**config.mk**
```make
export PLATFORM = sky130hd
export DESIGN_NAME = scanline_irq_mul
export DESIGN_NICKNAME = d
export VERILOG_FILES = /design/src/rtl/scanline_irq_mul.sv
export SDC_FILE = /design/constraint.sdc
export NUM_CORES = 1
export LEC_CHECK = 0
export ABC_CLOCK_PERIOD_IN_PS = 3700
export BUFFER_PORTS_ARGS = -buffer_cell sky130_fd_sc_hd__clkbuf_2
export CORE_AREA = 2 2 72 125
export DETAILED_ROUTE_END_ITERATION = 6
export DIE_AREA = 0 0 74 127
export PLACE_DENSITY = 0.66
export SKIP_CTS_REPAIR_TIMING = 1
export SYNTH_ARGS = -nofsm -noshare
export SYNTH_HDL_FRONTEND = slang
export SYNTH_SLANG_ARGS = --single-unit
```
**constraint.sdc**
```tcl
create_clock -name clk -period 3.7 [get_ports clk]
set_input_delay 0 -clock clk [delete_from_list [all_inputs] [get_ports clk]]
set_output_delay 0 -clock clk [all_outputs]
set_load 0.1 [all_outputs]
```
**src/rtl/scanline_irq_mul.sv**
```systemverilog
module scanline_irq_mul #(
  parameter int ADDR_W        = 16,
  parameter logic [15:0] BASE_ADDR = 16'h5200,
  parameter int OFF_W         = 3,
  parameter int LINE_W        = 9,
  parameter int VISIBLE_LINES = 240
) (
  input  logic              clk,
  input  logic              rst_n,
  input  logic [ADDR_W-1:0] cpu_addr,
  input  logic              cpu_rd,
  input  logic              cpu_wr,
  input  logic [7:0]        cpu_wdata,
  output logic [7:0]        cpu_rdata,
  input  logic              line_stb,
  input  logic [LINE_W-1:0] line_num,
  input  logic              vblank_stb,
  input  logic              spr_on,
  input  logic              bg_on,
  output logic              irq
);

  localparam logic [OFF_W-1:0] OFF_TARGET = OFF_W'(0);
  localparam logic [OFF_W-1:0] OFF_CTRL   = OFF_W'(1);
  localparam logic [OFF_W-1:0] OFF_MUL_A  = OFF_W'(2);
  localparam logic [OFF_W-1:0] OFF_MUL_B  = OFF_W'(3);

  logic [7:0]  target_q, ctrl_q, mul_a_q, mul_b_q;
  logic        pend_q, frame_q;
  logic [15:0] product;

  wire [OFF_W-1:0] off = cpu_addr[OFF_W-1:0];
  wire hit      = cpu_addr[ADDR_W-1:OFF_W] == BASE_ADDR[ADDR_W-1:OFF_W];
  wire wr_hit   = cpu_wr && hit;
  wire rd_stat  = cpu_rd && hit && (off == OFF_CTRL);
  wire visible  = line_stb && (line_num < LINE_W'(VISIBLE_LINES));
  wire match    = line_stb && spr_on && bg_on && (line_num == LINE_W'(target_q));

  assign product = 16'(mul_a_q) * 16'(mul_b_q);
  assign irq     = pend_q & ctrl_q[7];

  always_ff @(posedge clk or negedge rst_n) begin
    if (!rst_n) begin
      target_q <= '0;
      ctrl_q   <= '0;
      mul_a_q  <= '0;
      mul_b_q  <= '0;
    end else if (wr_hit) begin
      case (off)
        OFF_TARGET: target_q <= cpu_wdata;
        OFF_CTRL:   ctrl_q   <= cpu_wdata;
        OFF_MUL_A:  mul_a_q  <= cpu_wdata;
        OFF_MUL_B:  mul_b_q  <= cpu_wdata;
        default: ;
      endcase
    end
  end

  always_ff @(posedge clk or negedge rst_n) begin
    if (!rst_n) begin
      pend_q  <= 1'b0;
      frame_q <= 1'b0;
    end else begin
      if (match)                      pend_q <= 1'b1;
      else if (vblank_stb || rd_stat) pend_q <= 1'b0;
      if (visible)                    frame_q <= 1'b1;
      else if (vblank_stb)            frame_q <= 1'b0;
    end
  end

  always_comb begin
    cpu_rdata = cpu_addr[ADDR_W-1 -: 8];
    if (hit) begin
      case (off)
        OFF_CTRL:  cpu_rdata = {pend_q, frame_q, 6'b0};
        OFF_MUL_A: cpu_rdata = product[7:0];
        OFF_MUL_B: cpu_rdata = product[15:8];
        default: ;
      endcase
    end
  end

endmodule


```
==> results of run 1 <==
metal layers:
metal	share of wire, %	vias to the layer above	track usage (%)
li1	-	1462	-
met1	35	1583	22.7
met2	58	76	39.5
met3	2.3	30	1.89
met4	5.1	0	9.41
met5	0	-	0
power breakdown:
group	leakage (nW)	switching, mW	internal [mW]
Clock	0.0371	0.103	0.147
Combinational	2.25	0.0734	0.0487
Sequential	0.362	0.000563	0.296
final timing paths:
| path | start | endpoint | slack (ps) | depth (start not counted) |
|---|---|---|---|---|
| hold / removal | cpu_wdata[0] | target_q[0] | -5 | 2 |
| setup reg to reg | target_q[7] | pend_q | 2010 | 5 |
| hold reg to reg | ctrl_q[7] | ctrl_q[7] | 510 | 1 |
| min in group asynchronous | rst_n | target_q[0] | 310 | 2 |
| setup / recovery | mul_b_q[4] | cpu_rdata[7] | -770 | 14 |
| max in group asynchronous | rst_n | mul_b_q[6] | 2900 | 2 |
cells by family after synthesis:
kind of cell,Yosys count
simple gates,119
fa+ha+maj,72
buf+inv,54
compound gates,51
flops,27
mux,25
xor+xnor,13
stage by stage:
step | power (mW) | setup TNS (ps)
after global placement | 0.421 | -3720
after global routing | 0.692 | -6540
after detailed placement | 0.423 | -3910
final | 0.669 | -5530
after floorplan | 0.362 | -3420
after CTS | 0.675 | -6350
state kept, by name (all words and copies together) (netlist names):
register	flops
mul_b_q	8
ctrl_q	1
frame_q	1
mul_a_q	8
target_q	8
pend_q	1
cells in the mapped netlist, types with 2 or more instances:
cell | n | area share, %
and2_1 | 52 | 8.9
inv_1 | 52 | 5.3
fa_1 | 36 | 20
ha_1 | 36 | 12
dfrtp_1 | 27 | 18
mux2_4 | 24 | 9.8
nand2_1 | 20 | 2.0
a21oi_1 | 8 | 1.1
nand3_1 | 7 | 0.95
nor2_1 | 7 | 0.72
xor2_1 | 7 | 1.7
a31oi_1 | 6 | 1.0
nor3_1 | 6 | 0.82
xnor2_1 | 6 | 1.4
a21o_1 | 5 | 1.0
and3_1 | 5 | 0.85
o21ai_0 | 5 | 0.68
a211oi_1 | 4 | 0.82
nand4_1 | 4 | 0.68
o21a_1 | 4 | 0.82
a211o_1 | 3 | 0.72
nand2_8 | 3 | 1.6
nor2b_1 | 3 | 0.51
o31ai_1 | 3 | 0.61
a2111o_1 | 2 | 0.61
a221oi_1 | 2 | 0.48
and3b_1 | 2 | 0.48
nand3b_1 | 2 | 0.41
nor3b_1 | 2 | 0.41
o21bai_1 | 2 | 0.41
final cells by class:
type	instances	area [sq um]
fillers	687	3230
repair buffers	118	896
clock inverters	1	7.51
inverters	52	195
well taps	115	144
clock buffers	3	75.1
flip-flops and latches	27	686
multi-input cells	280	3080
==> out/metrics.yaml, run 1 <==
status: "finished with violations"
violations: "negative hold slack, negative setup slack"
syn_inst: 361
synth_cell_type_count: 46
yosysSeqAreaShare_pct: 18.4
p_leak_nw: 2.65
rsz0062_at_grt: "true"
yosys.area_share.simple_pct: 20.4
relSlewSlack_pct: 45.4
synth_xor_xnor_area_share_pct: 3.10
grt_pass1_wl_mm: 15.3
final_common_cell: "buf_4"
rows: 44
antennaDiodeCount: 0
core_area_sq_um: 8310
vdd_drop_max_uv: 325
cpLargestDelayFamily: "adder cells"
period_share_pct: 121
cp_common_cell: "fa_1"
cts_buffer_depth: 2
grt_overflow: 0
antenna_found_initial: 0
wirelength_mm: 9.68
tritoncts: "done"
finalNonFillerCells: 596
slew_viol_final: 0
synth-adder-area-share_pct: 31.9
dp_hpwl_mm: 7.96
drc: 0
final_core_util_pct: 61.1
cp.arrival_ps: 4470
htreeDepth: 1
hold-worst-slack_ps: -4.53
critPathMaxStageDelay_ps: 570
powerDensity_nw_per_um2: 132
fmax_ghz: 0.224
cts_buffers: 3
fin_area_sq_um: 5080
synth-async-reset-ratio_pct: 100
cp-start-kind: "flop"
clkLatencyLatePin_ps: 260
pin_count: 50
grt_max_degree: 28
synth-seq-cells: 27
io_buffers: 49
fp.dieW_um: 74
crit_chain: "and2_4 > fa_1 > fa_1 > fa_1 > inv_1 > fa_1 > inv_2 > ha_4 > and3_4 > a22oi_2 > a211o_1 > and3_4 > o31ai_4 > buf_12"
muxShareOfSynthArea_pct: 10.1
final-setup-viol-count: 8
die_h_um: 127
num_vias: 3151
min_path_type: "in2reg"
syn-num-nets: 474
cp.required_ps: 3700
crit_path_end_kind: "output port"
grt_usage_pct: 21.0
yosys_warnings: 0
slowest_stage: "fa_1"
fin_skew_ps: 6.11
synth_area_sq_um: 3670
max_cap_viol_count: 0
final_cell_mix: "buf_4, inv_1, and2_1, clkbuf_2, fa_1"
synth_top_family_by_area: "adder cells"
cts_sinks: 27
tightest_slew_ps: 816
drt_iter0_markers: 86
placedCellCount: 581
root_buffer: "clkbuf_16"
yosys_most_used_dff: "dfrtp_1"
synth.avg_cell_area_sq_um: 10.2
drtAntennaViolNets: 0
first_global_vias: 3280
finalHoldViolCount: 1
critPathBufInv: 3
synth_compound_area_share_pct: 10.0
dp_slack_ps: -583
synth-edff-count: 0
syn2layout_area_growth_pct: 38.5
viasPerCell: 5.29
min_period_ps: 4470
start_util_pct: 44.1
nNetsFinal: 595
path_class: "reg2out"
crit_path_max_fanout: 7
setup_ws_ps: -767
wl_per_cell_um: 16.2
path_clk_slew_ps: 70
dieArea_sq_um: 9400
dr.pass1.iters: 4
finalWeightedCongestion: 0.857
dpl_cell_area_sq_um: 4800
drive_gt1_share_pct: 43.5
Note: power is estimated with default switching activity, not from simulation.
==> run 2, diff against run 1 <==
==> constraint.sdc (replaced) <==
create_clock -name clk -period 3.7 [get_ports clk]
set_input_delay 0.74 -clock clk [delete_from_list [all_inputs] [get_ports clk]]
set_output_delay 0.74 -clock clk [all_outputs]
set_load 0.1 [all_outputs]
==> out/metrics.yaml, run 2 (synthesis gave the netlist of run 1 again) <==
status: "finished with violations"
violations: "negative setup slack"
cts_sinks: 27
viasPerCell: 5.07
antenna_found_initial: 0
fmax_ghz: 0.191
nNetsFinal: 590
drive_gt1_share_pct: 42.2
htreeDepth: 1
final_common_cell: "buf_4"
grt_overflow: 0
cp-start-kind: "flop"
crit_path_start: "mul_a_q[1]"
crit_path_max_fanout: 5
grt_pass1_wl_mm: 15.2
relSlewSlack_pct: 55.5
num_vias: 2997
pin_count: 50
rsz0062_at_grt: "true"
dr.pass1.iters: 4
first_global_vias: 3326
wirelength_mm: 9.32
die_h_um: 127
syn2layout_area_growth_pct: 36.9
fp.dieW_um: 74
reg2reg_to: "pend_q"
period_share_pct: 141
final-setup-viol-count: 8
clkLatencyLatePin_ps: 260
slew_viol_final: 0
finalHoldViolCount: 0
wl_per_cell_um: 15.8
drtAntennaViolNets: 0
finalWeightedCongestion: 0.867
crit_path_end_kind: "output port"
path_class: "reg2out"
final_cell_mix: "buf_4, inv_1, and2_1, clkbuf_2, fa_1"
drt_iter0_markers: 107
path_clk_slew_ps: 70
cts_buffers: 3
largestRegisters: "mul_a_q (8), mul_b_q (8), target_q (8)"
reg2reg_slack_ps: 2320
core_area_sq_um: 8310
r2r_start: "target_q[7]"
drc: 0
final_core_util_pct: 60.4
min_period_ps: 5240
cts_buffer_depth: 2
fillers: 709
grt_usage_pct: 20.9
register_area_sq_um: 684
multi_input_area_sq_um: 3080
cp.required_ps: 2960
cp.arrival_ps: 4500
max_cap_viol_count: 0
rows: 44
tightest_slew_ps: 668
antennaDiodeCount: 0
tns_ps: -11240
tritoncts: "done"
endpoint: "cpu_rdata[7]"
dieArea_sq_um: 9400
rr_worst_depth: 5
io_buffers: 49
finalNonFillerCells: 591
root_buffer: "clkbuf_16"
grt_max_degree: 28
placedCellCount: 585
totalPowerFinal_mw: 0.660
start_util_pct: 44.1
fin_skew_ps: 6.11
vdd_drop_max_uv: 294
setup_ws_ps: -1540
min_path_type: "in2async"
hold-worst-slack_ps: 496
powerDensity_nw_per_um2: 131
dp_hpwl_mm: 8.22
p_leak_nw: 2.63
[run 2: changes by cell type in the layout (fill, tap and decap cells not counted), sizes merged]
cell	change
dlygate4sd3	-2
buf	-3
clkbuf	+1
clkinvlp	-1
[run 2: worst min-delay path by stage]
stage | cells past startpoint | slack, ps | from | to
2_1_floorplan | 0 | 440 | rst_n | ctrl_q[7]
3_3_place_gp | 1 | 490 | ctrl_q[7] | ctrl_q[7]
3_5_place_dp | 1 | 510 | ctrl_q[7] | ctrl_q[7]
4_1_cts | 1 | 520 | rst_n | mul_b_q[1]
5_1_grt | 1 | 540 | ctrl_q[7] | ctrl_q[7]
6_report | 1 | 500 | rst_n | mul_b_q[1]
[run 2: stage by stage]
step,cell area (sq um),worst slack (ps)
final,5020,-1540
after global routing,5020,-1640
after CTS,4940,-1610
after detailed placement,4860,-1310
after global placement,4860,-1230
after floorplan,3920,-1540
[run 2: area by class of cell]
type	instances	share of cell area, %
Multi-Input combinational cell	280	61.2
Timing Repair Buffer	113	16.8
Sequential cell	27	13.6
Inverter	52	3.88
Tap cell	115	2.86
Clock buffer	4	1.57
[run 2: critical path, stage by stage (launching register included)]
cell     delay, ps
dfrtp_2        440
and2_4         150
fa_1           560
fa_1           450
fa_1           510
inv_2           40
fa_1           500
inv_2           50
ha_4           260
and3_4         190
a22oi_2        100
a211o_1        290
and3_4         180
o31ai_4        290
buf_12         210
[run 2: layer usage]
| layer | global-route usage [%] | routed length [um] | vias up |
|---|---|---|---|
| li1 | - | - | 1454 |
| met1 | 23.1 | 3360 | 1473 |
| met2 | 40.8 | 5490 | 51 |
| met3 | 1.10 | 168 | 19 |
| met4 | 6.52 | 302 | 0 |
| met5 | 0 | 0 | - |
[run 2: report_power, final]
| group | internal (mW) | leakage [nW] | total, mW | switching [mW] |
|---|---|---|---|---|
| sequential | 0.296 | 0.364 | 0.297 | 0.000646 |
| combinational | 0.0476 | 2.23 | 0.121 | 0.0733 |
| clock | 0.147 | 0.0382 | 0.243 | 0.0951 |
| total | 0.491 | 2.63 | 0.660 | 0.169 |
==> run 3, diff against run 2 <==
Settings changed: CORE_AREA 2 2 72 125 to 2 2 80 112, DIE_AREA 0 0 74 127 to 0 0 82 114.
==> out/metrics.yaml, run 3 (synthesis gave the netlist of run 1 again) <==
drive_gt1_share_pct: 42.7
start_util_pct: 43.6
wl_per_cell_um: 16.2
status: "finished with violations"
syn2layout_area_growth_pct: 37.2
viasPerCell: 5.16
die_h_um: 114
nNetsFinal: 589
grt_usage_pct: 21.6
final-setup-viol-count: 8
finalHoldViolCount: 0
final_cell_mix: "buf_4, inv_1, and2_1, clkbuf_2, fa_1"
dr.pass1.iters: 4
dp_slack_ps: -1290
max_cap_viol_count: 0
antenna_found_initial: 0
cp-start-kind: "flop"
powerDensity_nw_per_um2: 132
relSlewSlack_pct: 56.1
dieArea_sq_um: 9350
vdd_drop_max_uv: 301
path_clk_slew_ps: 70
grt_pass1_wl_mm: 15.5
rr_worst_depth: 5
cts_sinks: 27
clkLatencyLatePin_ps: 260
fin_skew_ps: 3.86
htreeDepth: 1
hold-worst-slack_ps: 493
violations: "negative setup slack"
core_area_sq_um: 8410
io_buffers: 49
r2r_start: "target_q[7]"
fp.dieW_um: 82
reg2reg_to: "pend_q"
path_class: "reg2out"
rsz0062_at_grt: "true"
setup_ws_ps: -1490
min_path_type: "in2async"
p_leak_nw: 2.62
tritoncts: "done"
crit_path_max_fanout: 7
crit_path_end_kind: "output port"
largestRegisters: "mul_a_q (8), mul_b_q (8), target_q (8)"
fmax_ghz: 0.193
crit_path_start: "mul_a_q[3]"
root_buffer: "clkbuf_16"
cp.arrival_ps: 4450
drt_iter0_markers: 87
cts_buffers: 3
grt_overflow: 0
reg2reg_slack_ps: 2300
grt_max_degree: 28
period_share_pct: 140
pin_count: 50
cts_buffer_depth: 2
rows: 40
cp.required_ps: 2960
slew_viol_final: 0
antennaDiodeCount: 0
num_vias: 2992
dp_hpwl_mm: 8.01
tightest_slew_ps: 659
final_common_cell: "buf_4"
first_global_vias: 3169
wirelength_mm: 9.39
drtAntennaViolNets: 0
drc: 0
finalWeightedCongestion: 0.855
min_period_ps: 5190
[run 3: cell types whose count changed in the layout (fill, tap and decap cells not counted), sizes merged]
cell and change:
buf -1, clkinvlp +1, clkbuf -1
[run 3: metrics by stage]
step                setup TNS, ps  total power [mW]  util, %  area, sq um  cells
floorplan                   -9090             0.362        -         3920    361
global placement            -9100             0.423     57.4         4820    571
detailed placement          -9340             0.425     57.4         4820    571
CTS                        -11760             0.673     58.3         4900    575
global route               -12160             0.688     59.9         5030    580
finish                     -11030             0.665     59.9         5030    580
[run 3: worst max-delay path by stage]
stage | slack (ps) | end | cells past startpoint
final | -1490 | cpu_rdata[7] | 14
after global routing | -1630 | cpu_rdata[7] | 15
after CTS | -1590 | cpu_rdata[7] | 15
after detailed placement | -1290 | cpu_rdata[7] | 15
after global placement | -1250 | cpu_rdata[7] | 14
after floorplan | -1540 | cpu_rdata[7] | 13
[run 3: final cells by class]
type / instances / area, sq um
multi-input cells: 280 / 3090
flip-flops and latches: 27 / 682
clock inverters: 1 / 7.51
fillers: 731 / 3370
inverters: 52 / 195
well taps: 105 / 131
clock buffers: 3 / 75.1
repair buffers: 112 / 853
[run 3: where the power goes]
| part | switching [mW] | leakage, nW | internal, mW | total (mW) |
|---|---|---|---|---|
| Clock | 0.0991 | 0.0371 | 0.147 | 0.246 |
| Sequential | 0.000913 | 0.367 | 0.296 | 0.297 |
| Combinational | 0.0739 | 2.22 | 0.0482 | 0.122 |
| Total | 0.174 | 2.62 | 0.491 | 0.665 |
[run 3: worst max-delay path, cell delays in order, from the launching register on]
cell and delay, ps:
dfrtp_2 470, and2_4 160, fa_1 570, fa_1 440, fa_1 490, inv_1 50, fa_1 490, inv_2 40
ha_4 260, and3_4 190, a22oi_2 90, a211o_1 290, and3_4 180, o31ai_4 250, buf_12 210
[run 3: per-layer routing]
metal / part of all wire, % / track usage [%]
met1: 40 / 26.9
met2: 57 / 40.3
met4: 1.3 / 3.89
met3: 2.2 / 1.50
met5: 0 / 0
